### src/rtl/ptw_pkg.sv
package ptw_pkg;
  typedef enum logic [1:0] {ACC_RD = 2'd0, ACC_WR = 2'd1, ACC_EX = 2'd2, ACC_ALT = 2'd3} acc_e;
  typedef enum logic [1:0] {CS_NONE = 2'd0, CS_ABSENT = 2'd1, CS_PROT = 2'd2} cause_e;
  typedef enum logic [1:0] {ST_IDLE = 2'd0, ST_ISSUE = 2'd1, ST_WAIT = 2'd2} walk_st_e;
  localparam int unsigned BIT_V = 0;
  localparam int unsigned BIT_W = 1;
  localparam int unsigned BIT_X = 2;
endpackage

### src/rtl/ptw_index_sel.sv
module ptw_index_sel #(
  parameter int unsigned VA_W  = 32,
  parameter int unsigned OFF_W = 10,
  parameter int unsigned MID_W = 8,
  parameter int unsigned INN_W = 8
) (
  input  logic [VA_W-1:0]       va,
  input  logic [1:0]            level,
  input  logic [VA_W-OFF_W-1:0] frame,
  output logic [VA_W-1:0]       addr
);
  localparam int unsigned TOP_W = VA_W - OFF_W - MID_W - INN_W;
  localparam int unsigned SLT_W = OFF_W - 2;

  logic [SLT_W-1:0] slot;

  always_comb begin
    case (level)
      2'd0:    slot = SLT_W'(va[VA_W-1 -: TOP_W]);
      2'd1:    slot = SLT_W'(va[OFF_W+INN_W +: MID_W]);
      default: slot = SLT_W'(va[OFF_W +: INN_W]);
    endcase
    addr = {frame, slot, 2'b00};
  end
endmodule

### src/rtl/ptw_pte_eval.sv
module ptw_pte_eval
  import ptw_pkg::*;
#(
  parameter int unsigned PTE_W = 32,
  parameter int unsigned OFF_W = 10
) (
  input  logic [PTE_W-1:0]       pte,
  input  logic                   last,
  input  logic [1:0]             acc,
  output logic                   fault,
  output logic [1:0]             cause,
  output logic [PTE_W-OFF_W-1:0] frame
);
  always_comb begin
    frame = pte[PTE_W-1:OFF_W];
    fault = 1'b0;
    cause = CS_NONE;
    if (!pte[BIT_V]) begin
      fault = 1'b1;
      cause = CS_ABSENT;
    end else if (last) begin
      if ((acc == ACC_WR && !pte[BIT_W]) || (acc == ACC_EX && !pte[BIT_X])) begin
        fault = 1'b1;
        cause = CS_PROT;
      end
    end
  end
endmodule

### src/rtl/pt_walker.sv
module pt_walker
  import ptw_pkg::*;
#(
  parameter int unsigned VA_W  = 32,
  parameter int unsigned OFF_W = 10,
  parameter int unsigned MID_W = 8,
  parameter int unsigned INN_W = 8
) (
  input  logic                  clk,
  input  logic                  rst_n,
  input  logic                  req_valid,
  output logic                  req_ready,
  input  logic [VA_W-1:0]       req_va,
  input  logic [1:0]            req_acc,
  input  logic [VA_W-OFF_W-1:0] ptbr,
  output logic                  mem_req,
  output logic [VA_W-1:0]       mem_addr,
  input  logic                  mem_rvalid,
  input  logic [VA_W-1:0]       mem_rdata,
  output logic                  rsp_valid,
  output logic                  rsp_fault,
  output logic [1:0]            rsp_cause,
  output logic [1:0]            rsp_level,
  output logic [VA_W-1:0]       rsp_pa
);
  localparam int unsigned FRM_W = VA_W - OFF_W;
  localparam logic [1:0]  LAST_LVL = 2'd2;

  walk_st_e         state;
  logic [VA_W-1:0]  va_q;
  logic [1:0]       acc_q;
  logic [FRM_W-1:0] frame_q;
  logic [1:0]       lvl_q;
  logic             ev_fault;
  logic [1:0]       ev_cause;
  logic [FRM_W-1:0] ev_frame;

  ptw_index_sel #(.VA_W(VA_W), .OFF_W(OFF_W), .MID_W(MID_W), .INN_W(INN_W)) u_sel (
    .va(va_q), .level(lvl_q), .frame(frame_q), .addr(mem_addr)
  );

  ptw_pte_eval #(.PTE_W(VA_W), .OFF_W(OFF_W)) u_eval (
    .pte(mem_rdata), .last(lvl_q == LAST_LVL), .acc(acc_q),
    .fault(ev_fault), .cause(ev_cause), .frame(ev_frame)
  );

  assign req_ready = (state == ST_IDLE);
  assign mem_req   = (state == ST_ISSUE);

  always_ff @(posedge clk) begin
    if (!rst_n) begin
      state     <= ST_IDLE;
      va_q      <= '0;
      acc_q     <= '0;
      frame_q   <= '0;
      lvl_q     <= '0;
      rsp_valid <= 1'b0;
      rsp_fault <= 1'b0;
      rsp_cause <= '0;
      rsp_level <= '0;
      rsp_pa    <= '0;
    end else begin
      rsp_valid <= 1'b0;
      case (state)
        ST_IDLE: if (req_valid) begin
          va_q    <= req_va;
          acc_q   <= req_acc;
          frame_q <= ptbr;
          lvl_q   <= '0;
          state   <= ST_ISSUE;
        end
        ST_ISSUE: state <= ST_WAIT;
        default: if (mem_rvalid) begin
          if (ev_fault || lvl_q == LAST_LVL) begin
            rsp_valid <= 1'b1;
            rsp_fault <= ev_fault;
            rsp_cause <= ev_cause;
            rsp_level <= lvl_q;
            rsp_pa    <= ev_fault ? '0 : {ev_frame, va_q[OFF_W-1:0]};
            state     <= ST_IDLE;
          end else begin
            frame_q <= ev_frame;
            lvl_q   <= lvl_q + 2'd1;
            state   <= ST_ISSUE;
          end
        end
      endcase
    end
  end

  AST_ONE_READ: assert property (@(posedge clk) disable iff (!rst_n) mem_req |=> !mem_req);
  AST_BUSY_NOT_READY: assert property (@(posedge clk) disable iff (!rst_n) mem_req |-> !req_ready);
  AST_RSP_PULSE: assert property (@(posedge clk) disable iff (!rst_n) rsp_valid |=> !rsp_valid);
  AST_PROT_LAST: assert property (@(posedge clk) disable iff (!rst_n)
    (rsp_valid && rsp_cause == CS_PROT) |-> (rsp_level == LAST_LVL && rsp_fault));
  AST_OK_CLEAN: assert property (@(posedge clk) disable iff (!rst_n)
    (rsp_valid && !rsp_fault) |-> (rsp_cause == CS_NONE && rsp_level == LAST_LVL));
endmodule

### config.mk
export PLATFORM = sky130hd
export DESIGN_NAME = pt_walker
export DESIGN_NICKNAME = d
export VERILOG_FILES = /design/src/rtl/ptw_pkg.sv /design/src/rtl/ptw_index_sel.sv /design/src/rtl/ptw_pte_eval.sv /design/src/rtl/pt_walker.sv
export SDC_FILE = /design/constraint.sdc
export NUM_CORES = 1
export LEC_CHECK = 0
export BUFFER_PORTS_ARGS = -buffer_cell sky130_fd_sc_hd__buf_2
export CAP_MARGIN = 20
export CORE_MARGIN = 4
export CORE_UTILIZATION = 45
export DETAILED_ROUTE_END_ITERATION = 10
export PLACE_DENSITY = 0.71
export SYNTH_ARGS = -nofsm -noshare
export SYNTH_HDL_FRONTEND = slang
export SYNTH_SLANG_ARGS = --single-unit
### constraint.sdc
create_clock -name clk -period 1.9 [get_ports clk]
set_input_delay 0.57 -clock clk [delete_from_list [all_inputs] [get_ports clk]]
set_output_delay 0.57 -clock clk [all_outputs]
set_load 0.005 [all_outputs]
# [After elaboration in Yosys (flattened, before gate mapping)]
# Index checks and enable logic that the tools add are counted.
[totals] regBits=98 elab_cells=59 inputBits=92
[classes] reduce_logical=16 n_bitwise=4 n_addsub=1 n_mux=21 n_eq_ne=7
[op_table] op="22-bit 2-to-1 mux" n=3
[op_table] op="22-bit case mux with 2 select lines" n=1
[op_table] op="32-bit 2-to-1 mux" n=1
[op_table] op="2-bit 2-to-1 mux" n=8
[op_table] op="8-bit case mux with 2 select lines" n=1
[op_table] op="2-bit case mux with 2 select lines" n=2
[op_table] op="2-bit by 1-bit == test with 1-bit output, second input constant" n=3
[op_table] op="1-bit 2-to-1 mux" n=5
[op_table] op="2-bit == test, second input constant" n=2
[op_table] op="2-bit zero test" n=2
[op_table] op="2-bit inequality test, second input constant" n=2
[op_table] op="1-bit inverter" n=4
[op_table] op="2-bit AND reduction" n=2
[op_table] op="4-bit AND reduction" n=1
[op_table] op="4-bit OR reduction" n=1
[op_table] op="3-bit AND reduction" n=1
[op_table] op="3-bit nonzero test" n=1
[op_table] op="2-bit by 1-bit adder with 2-bit output, second input constant" n=1
[op_table] op="1-bit logical AND" n=2
[op_table] op="1-bit zero test" n=2
[op_table] op="1-bit logical OR" n=2
[op_table] op="2-bit nonzero test" n=1
[op_table] op="2-bit OR reduction" n=1

# [Longest topological paths before layout]
# Gate-level depths: netlist of the first run.
[logic_depth] word_depth=10 ltp_mapped=7 depth_no_buf=5

# [Modules after synthesis]
# From an unflattened synthesis of the first run, not the netlist that was laid out.
[unflattened] cells_unflattened=540 area_unflattened_um2=4435.5
[by_module_without_submodules] module="pt_walker" instances=1 area_each_um2=3883.7 cells_each=465
[by_module_without_submodules] module="ptw_index_sel" instances=1 area_each_um2=350.3 cells_each=48
[by_module_without_submodules] module="ptw_pte_eval" instances=1 area_each_um2=201.4 cells_each=27

# [Worst setup path after synthesis of the first run]
# OpenSTA, ideal clock, no wires.
[synth_path] kind="register -> output" from="register lvl_q[1]" to="output mem_addr[2]" stages_incl_launch_ff=7 path_slack_ns=0.157 arrival_ns=1.173 path_cell_list="dfxtp_1 inv_1 ha_1 clkbuf_1 nor2_1 nand2_1 nand2_1"
[synth_between] elab_chain_cells=2 word_cells_on_any_way=3
[synth_lines] item="start, declared" line="pt_walker.sv:33" text="logic [1:0] lvl_q;"
[synth_lines] item="start signal, assigned" line="pt_walker.sv:83" text="lvl_q <= lvl_q + 2'd1;"
[synth_lines] item="2-bit by 1-bit == test with 1-bit output / 2-bit zero test (equally long branches)" line="ptw_index_sel.sv:18" text="case (level)"
[synth_lines] item="8-bit case mux with 2 select lines (*)" line="ptw_index_sel.sv:18"
[synth_lines] item="end, declared" line="pt_walker.sv:17" text="output logic [VA_W-1:0] mem_addr,"
# Mark *: on every way between the ends. The rest lies on a longest branch, timed or not.

# [Worst setup path after layout of the first run]
[layout_path] from="register lvl_q[1]" to="output mem_addr[7]"
# Same word-level chain as after synthesis.

==> results.cfg, run 1 <==
[timing]
setup_slack_ns = -0.129
setup_tns_ns = -0.700
rsz0062_at_grt = true
hold_violations = 0
min_period_over_period_pct = 107
finalMaxSlewViolations = 0
setup_viol_count_final = 7
timing.fmax_ghz = 0.493
min_period_ns = 2.03
finClkSkew_ns = 0.0116

[global_routing]
antenna_found_initial = 0
track_usage_pct = 21.8
grt_max_degree = 27
first_global_vias = 3916
grt_first_pass_wirelength_um = 18200
globalRouteOverflowTotal = 0

[placement]
place_area_um2 = 4880
hpwlAfterDp_um = 8180
gp_congestion = 0.808
numPortBuffers = 154

[logic_synthesis]
ys_ff_latch = 98
synth_ff_type = dfxtp_1
async_flop_share_pct = 0
synth_area_um2 = 4030
yosysMostFrequentCell = nand2_1
synth_area_leaders = dfxtp_1 (49%), nand2_1 (10%), a32o_1 (7.2%)
syn_inst = 437
synth_top_cell_by_area = dfxtp_1
synthTopCellsByCount = nand2_1 (107), dfxtp_1 (98), a21oi_1 (39), a32o_1 (29), o21ai_0 (27)
avgSynthCellArea_um2 = 9.22
synth_top_area_share_pct = 48.7
ys_seq_area_share_pct = 48.7
synth-edff-count = 0
synthDistinctLibCells = 39
ys_warn_count = 0

[cells_and_area]
nets = 685
final_area_um2 = 5200
syn2layout_area_growth_pct = 28.9
drive_gt1_share_pct = 40.3
num_antenna_cells = 0
n_fill_cell = 812

[critical_path]
cp_slowest_cell = dfxtp_2
cp-end-kind = primary output
startpoint = lvl_q[1]
critPathMaxStageDelay_ns = 0.36
worstReg2RegStart = lvl_q[0]
critPathArrivalTime_ns = 1.46
crit_path_cell_trace = inv_4 > ha_4 > buf_6 > a22oi_2 > nand2_1 > buf_2
cp_data_required_time_ns = 1.33
cp_max_fo = 6
timing_worst_setup_path_type = flop to primary output
worstSetupStartpointType = flop

[min_path]
hp-start = req_va[15]
min_path_type = input pin to flop

[run_status]
failed_checks = negative setup slack
status = finished, violations left

[pwr]
ir_drop_uv = 404
swShare_pct = 27.3
netSwitchingPower_mw = 1.15
p_clk_share_pct = 30.0
powerDensity_nw_per_um2 = 812
power_leakage_nw = 2.29
p_comb_share_pct = 17.0
finalPower_mw = 4.22
p_int_mw = 3.07
p_seq_share_pct = 53.0

[clocking]
cts_tree = built
cts_buffers = 9
clk_path_buf_depth = 2
htreeDepth = 3
root_buffer = clkbuf_8
cts_hold_buf = 0
clk_pin_slew_ns = 0.10
cts_sinks = 98
clock_latency_ns = 0.35

[floorplanning]
start_util_pct = 46.2
die_area_um2 = 10500
die_w_um = 103
io_pins = 164
rows = 34
die_y_um = 103
core_area_um2 = 8720

[drt]
viasPerCell = 5.49
ant_nets = 0
drc = 0
drtPass1Iterations = 5
vias = 3858
wl_per_cell_um = 16.0
wl_um = 11200
drt_iter0_markers = 151

[run]
cap_viol_max_count = 0
==> cell usage in the layout (no fill, tap or decap), drive strengths merged, types with 2 or more instances in the layout <==
cell,instances
buf,184
nand2,108
dfxtp,98
a21oi,41
a32o,32
o21ai,28
nor3,24
a311oi,22
clkbuf,12
a22oi,6
nand3,5
inv,3
nor2,3
nand2b,3
nor3b,3
ha,3
nor2b,2
and2,2
conb,2
clkinv,2
clkinvlp,2
==> flip-flops by register name (all words and copies together), names as in the netlist <==
name	flops
rsp_fault	1
va_q	32
acc_q	2
rsp_valid	1
lvl_q	2
frame_q	22
rsp_pa	32
rsp_level	2
rsp_cause	2
state	2
==> per-stage QoR <==
step                hold WS [ns]  worst slack [ns]  utilization (%)  std cells
detailed placement         0.443           -0.0124             56.0        683
floorplan                  0.436             0.157                -        438
CTS                        0.432            -0.121             59.1        700
global route               0.427            -0.201             59.6        703
global placement           0.442          -0.00799             56.0        683
finish                     0.442            -0.129             59.6        703
==> critical path, delay by kind of cell (launching register included) <==
family / cells / cell delay (ns)
AO/OA/AOI/OAI: 1 / 0.18
AND/OR/NAND/NOR: 1 / 0.07
adder cells (fa/ha/maj): 1 / 0.18
buffers and inverters: 3 / 0.31
flip-flops: 1 / 0.36
==> repair_timing <==
action / CTS / global route
pin swaps: 7 / 8
endpoints found under the setup margin: 10 / 9
gates resized for setup: 23 / 5
buffers inserted: 1 / 3
==> per-layer routing <==
layer	GRT usage, %	wire length [um]	vias to the layer above
met5	0	0	-
met1	26.9	4720	1840
met3	6.63	882	14
li1	-	-	1876
met4	6.05	179	0
met2	36.7	5460	128
==> area by class of cell <==
type | count | area, um2 | area share, %
Clock buffer | 12 | 165 | 3.18
Clock inverter | 4 | 25.0 | 0.482
Inverter | 3 | 16.3 | 0.313
Multi-Input combinational cell | 294 | 1850 | 35.7
Sequential cell | 98 | 1970 | 37.9
Tap cell | 108 | 135 | 2.60
Timing Repair Buffer | 184 | 1030 | 19.9
==> kinds of logic (layout without fill, tap and decap cells) <==
kind of cell,after synthesis,count (layout),share of synthesized area (%)
other,1,2,0.0930
adders and majority gates,3,3,0.931
buffers and inverters,46,203,7.64
DFF,98,98,48.7
AOI/OAI and AO/OA,132,132,25.2
and+or+nand+nor,157,157,17.5
==> power groups by stage <==
stage                     clock network (mW)  registers, mW  logic [mW]
after floorplan                            0           2.28       0.433
after global placement                     0           2.28       0.692
after detailed placement                   0           2.28       0.708
after CTS                               1.30           2.24       0.718
after global routing                    1.42           2.25       0.800
final                                   1.26           2.24       0.716
==> worst paths after layout <==
check | endpoint | slack (ns) | depth (start not counted)
min | va_q[15] | 0.44 | 3
max | mem_addr[7] | -0.13 | 6
min reg2reg | va_q[27] | 0.46 | 2
max reg2reg | rsp_pa[1] | 0.06 | 7
No activity file was read; power rests on OpenSTA's default activity.
==> run 2: changes to the inputs <==
--- a/config.mk
+++ b/config.mk
@@ -8,9 +8,9 @@
 export BUFFER_PORTS_ARGS = -buffer_cell sky130_fd_sc_hd__buf_2
 export CAP_MARGIN = 20
 export CORE_MARGIN = 4
-export CORE_UTILIZATION = 45
+export CORE_UTILIZATION = 37
 export DETAILED_ROUTE_END_ITERATION = 10
-export PLACE_DENSITY = 0.71
+export PLACE_DENSITY = 0.6
 export SYNTH_ARGS = -nofsm -noshare
 export SYNTH_HDL_FRONTEND = slang
 export SYNTH_SLANG_ARGS = --single-unit
==> run 2 against run 1 <==
  * The flow still finishes with violations (negative setup slack)
  * Clock power is 6% higher
  * Worst hold slack worse by 0.0026 ns
  * Sequential cell count stayed put
  * Cell count is 3.3% higher
  * Die area is 20% higher
  * Design area is 1.1% higher
  * Critical endpoint is now mem_addr[9]
  * Largest cell class unchanged
==> results.cfg, run 2 (same netlist as run 1, synthesis figures left out) <==
[floorplanning]
start_util_pct = 38.5
die_y_um = 112
core_area_um2 = 10500
die_area_um2 = 12600
die_w_um = 112
rows = 37
io_pins = 164

[critical_path]
reg2reg_slack_ns = 0.17
timing_worst_setup_path_type = flop to primary output
reg2reg_depth = 7
critPathMaxStageDelay_ns = 0.34
cp_max_fo = 6
cp-end-kind = primary output
cp_slowest_cell = dfxtp_2
critical_path_buf_inv_count = 4
timing.rr.end = rsp_pa[7]
cp_data_required_time_ns = 1.33
crit_path_cell_trace = inv_2 > ha_4 > buf_6 > buf_4 > nand2_1 > o21ai_1 > buf_2
critPathArrivalTime_ns = 1.42
worstSetupStartpointType = flop
cp_top_family = buffers and inverters
worstReg2RegStart = lvl_q[0]

[drt]
drt_iter0_markers = 223
wl_um = 11400
vias = 3815
wl_per_cell_um = 15.7
ant_nets = 0
drc = 0
drtPass1Iterations = 4
viasPerCell = 5.25

[pwr]
p_comb_share_pct = 16.7
swShare_pct = 27.0
power_leakage_nw = 2.28
p_seq_share_pct = 52.2
p_int_mw = 3.13
ir_drop_uv = 335
netSwitchingPower_mw = 1.16
powerDensity_nw_per_um2 = 817
p_clk_share_pct = 31.1

[global_routing]
antenna_found_initial = 0
globalRouteOverflowTotal = 0
grt_max_degree = 46
track_usage_pct = 17.8
first_global_vias = 3767
grt_first_pass_wirelength_um = 18400

[min_path]
hp-start = req_va[7]
min_to = va_q[7]
worstHoldPathCells = 3
min_path_type = input pin to flop

[timing]
whs_ns = 0.439
slew_headroom_pct = 64.9
finalMaxSlewViolations = 0
timing.fmax_ghz = 0.502
finClkSkew_ns = 0.00680
min_period_ns = 1.99
setup_viol_count_final = 8
setup_slack_ns = -0.0916
worst_pin_slew_ns = 0.527
rsz0062_at_grt = true
min_period_over_period_pct = 105
hold_violations = 0

[run_status]
status = finished, violations left
failed_checks = negative setup slack

[cells_and_area]
regArea_um2 = 1970
num_antenna_cells = 0
top_regs = rsp_pa: 32 flops, va_q: 32 flops, frame_q: 22 flops
syn2layout_area_growth_pct = 30.4
layout.cells.non_filler = 726
nets = 681
drive_gt1_share_pct = 39.3
final_util_pct = 50.2
n_fill_cell = 1050
final_common_cell = buf_2
final_area_um2 = 5260
final_cell_mix = buf_2 (154), nand2_1 (107), dfxtp_1 (94), a21oi_1 (39), a32o_1 (29)
multi_input_area_um2 = 1860

[clocking]
cts_tree = built
clock_latency_ns = 0.36
htreeDepth = 3
cts_hold_buf = 0
cts_sinks = 98
clk_pin_slew_ns = 0.09
clk_path_buf_depth = 2
cts_buffers = 9
root_buffer = clkbuf_8

[run]
cap_viol_max_count = 0

[placement]
hpwlAfterDp_um = 8060
dp_slack_ns = 0.00695
numPortBuffers = 154
dpl.cell_count = 708
place_area_um2 = 4940
gp_congestion = 0.821
[run 2: metrics by stage]
step / setup TNS (ns) / total power [mW]
finish: -0.569 / 4.29
global route: -1.20 / 4.53
CTS: -0.872 / 4.33
detailed placement: 0 / 3.00
global placement: 0 / 2.98
floorplan: 0 / 2.71
[run 2: final cells by class]
class | count | area share, %
Clock buffer | 13 | 2.83
Clock inverter | 2 | 0.714
Inverter | 3 | 0.262
Multi-Input combinational cell | 294 | 35.4
Sequential cell | 98 | 37.5
Tap cell | 136 | 3.24
Timing Repair Buffer | 180 | 20.1
[run 2: what timing repair did]
item / 4_1_cts / 5_1_grt
pin swaps: 11 / 8
endpoints found under the setup margin: 10 / 8
buffers inserted: 2 / 1
resized for setup: 23 / 5
[run 2: per-layer routing]
metal  GRT usage, %  part of all wire [%]  vias up
met2           29.8                    49      117
met4           7.05                   1.7        0
li1               -                     -     1868
met5              0                     0        -
met1           21.6                    43     1816
met3           4.69                   6.5       14
[run 2: worst max-delay path by stage]
stage	cells past startpoint	to	from
floorplan	6	mem_addr[2]	lvl_q[1]
global placement	6	mem_addr[2]	lvl_q[0]
detailed placement	6	mem_addr[2]	lvl_q[0]
CTS	6	mem_addr[7]	lvl_q[1]
global route	6	mem_addr[3]	lvl_q[1]
finish	7	mem_addr[9]	lvl_q[1]
[run 2: worst min-delay path, delay by kind of cell]
family | cells | cell delay, ns
buffers and inverters | 1 | 0.09
AND/OR/NAND/NOR | 1 | 0.04
AO/OA/AOI/OAI | 1 | 0.05
[run 2: power groups by stage]
stage / sequential (mW) / clock, mW / combinational (mW)
2_1_floorplan: 2.28 / 0 / 0.433
3_5_place_dp: 2.28 / 0 / 0.713
4_1_cts: 2.24 / 1.37 / 0.725
6_report: 2.24 / 1.33 / 0.718
5_1_grt: 2.26 / 1.47 / 0.800
3_3_place_gp: 2.28 / 0 / 0.700
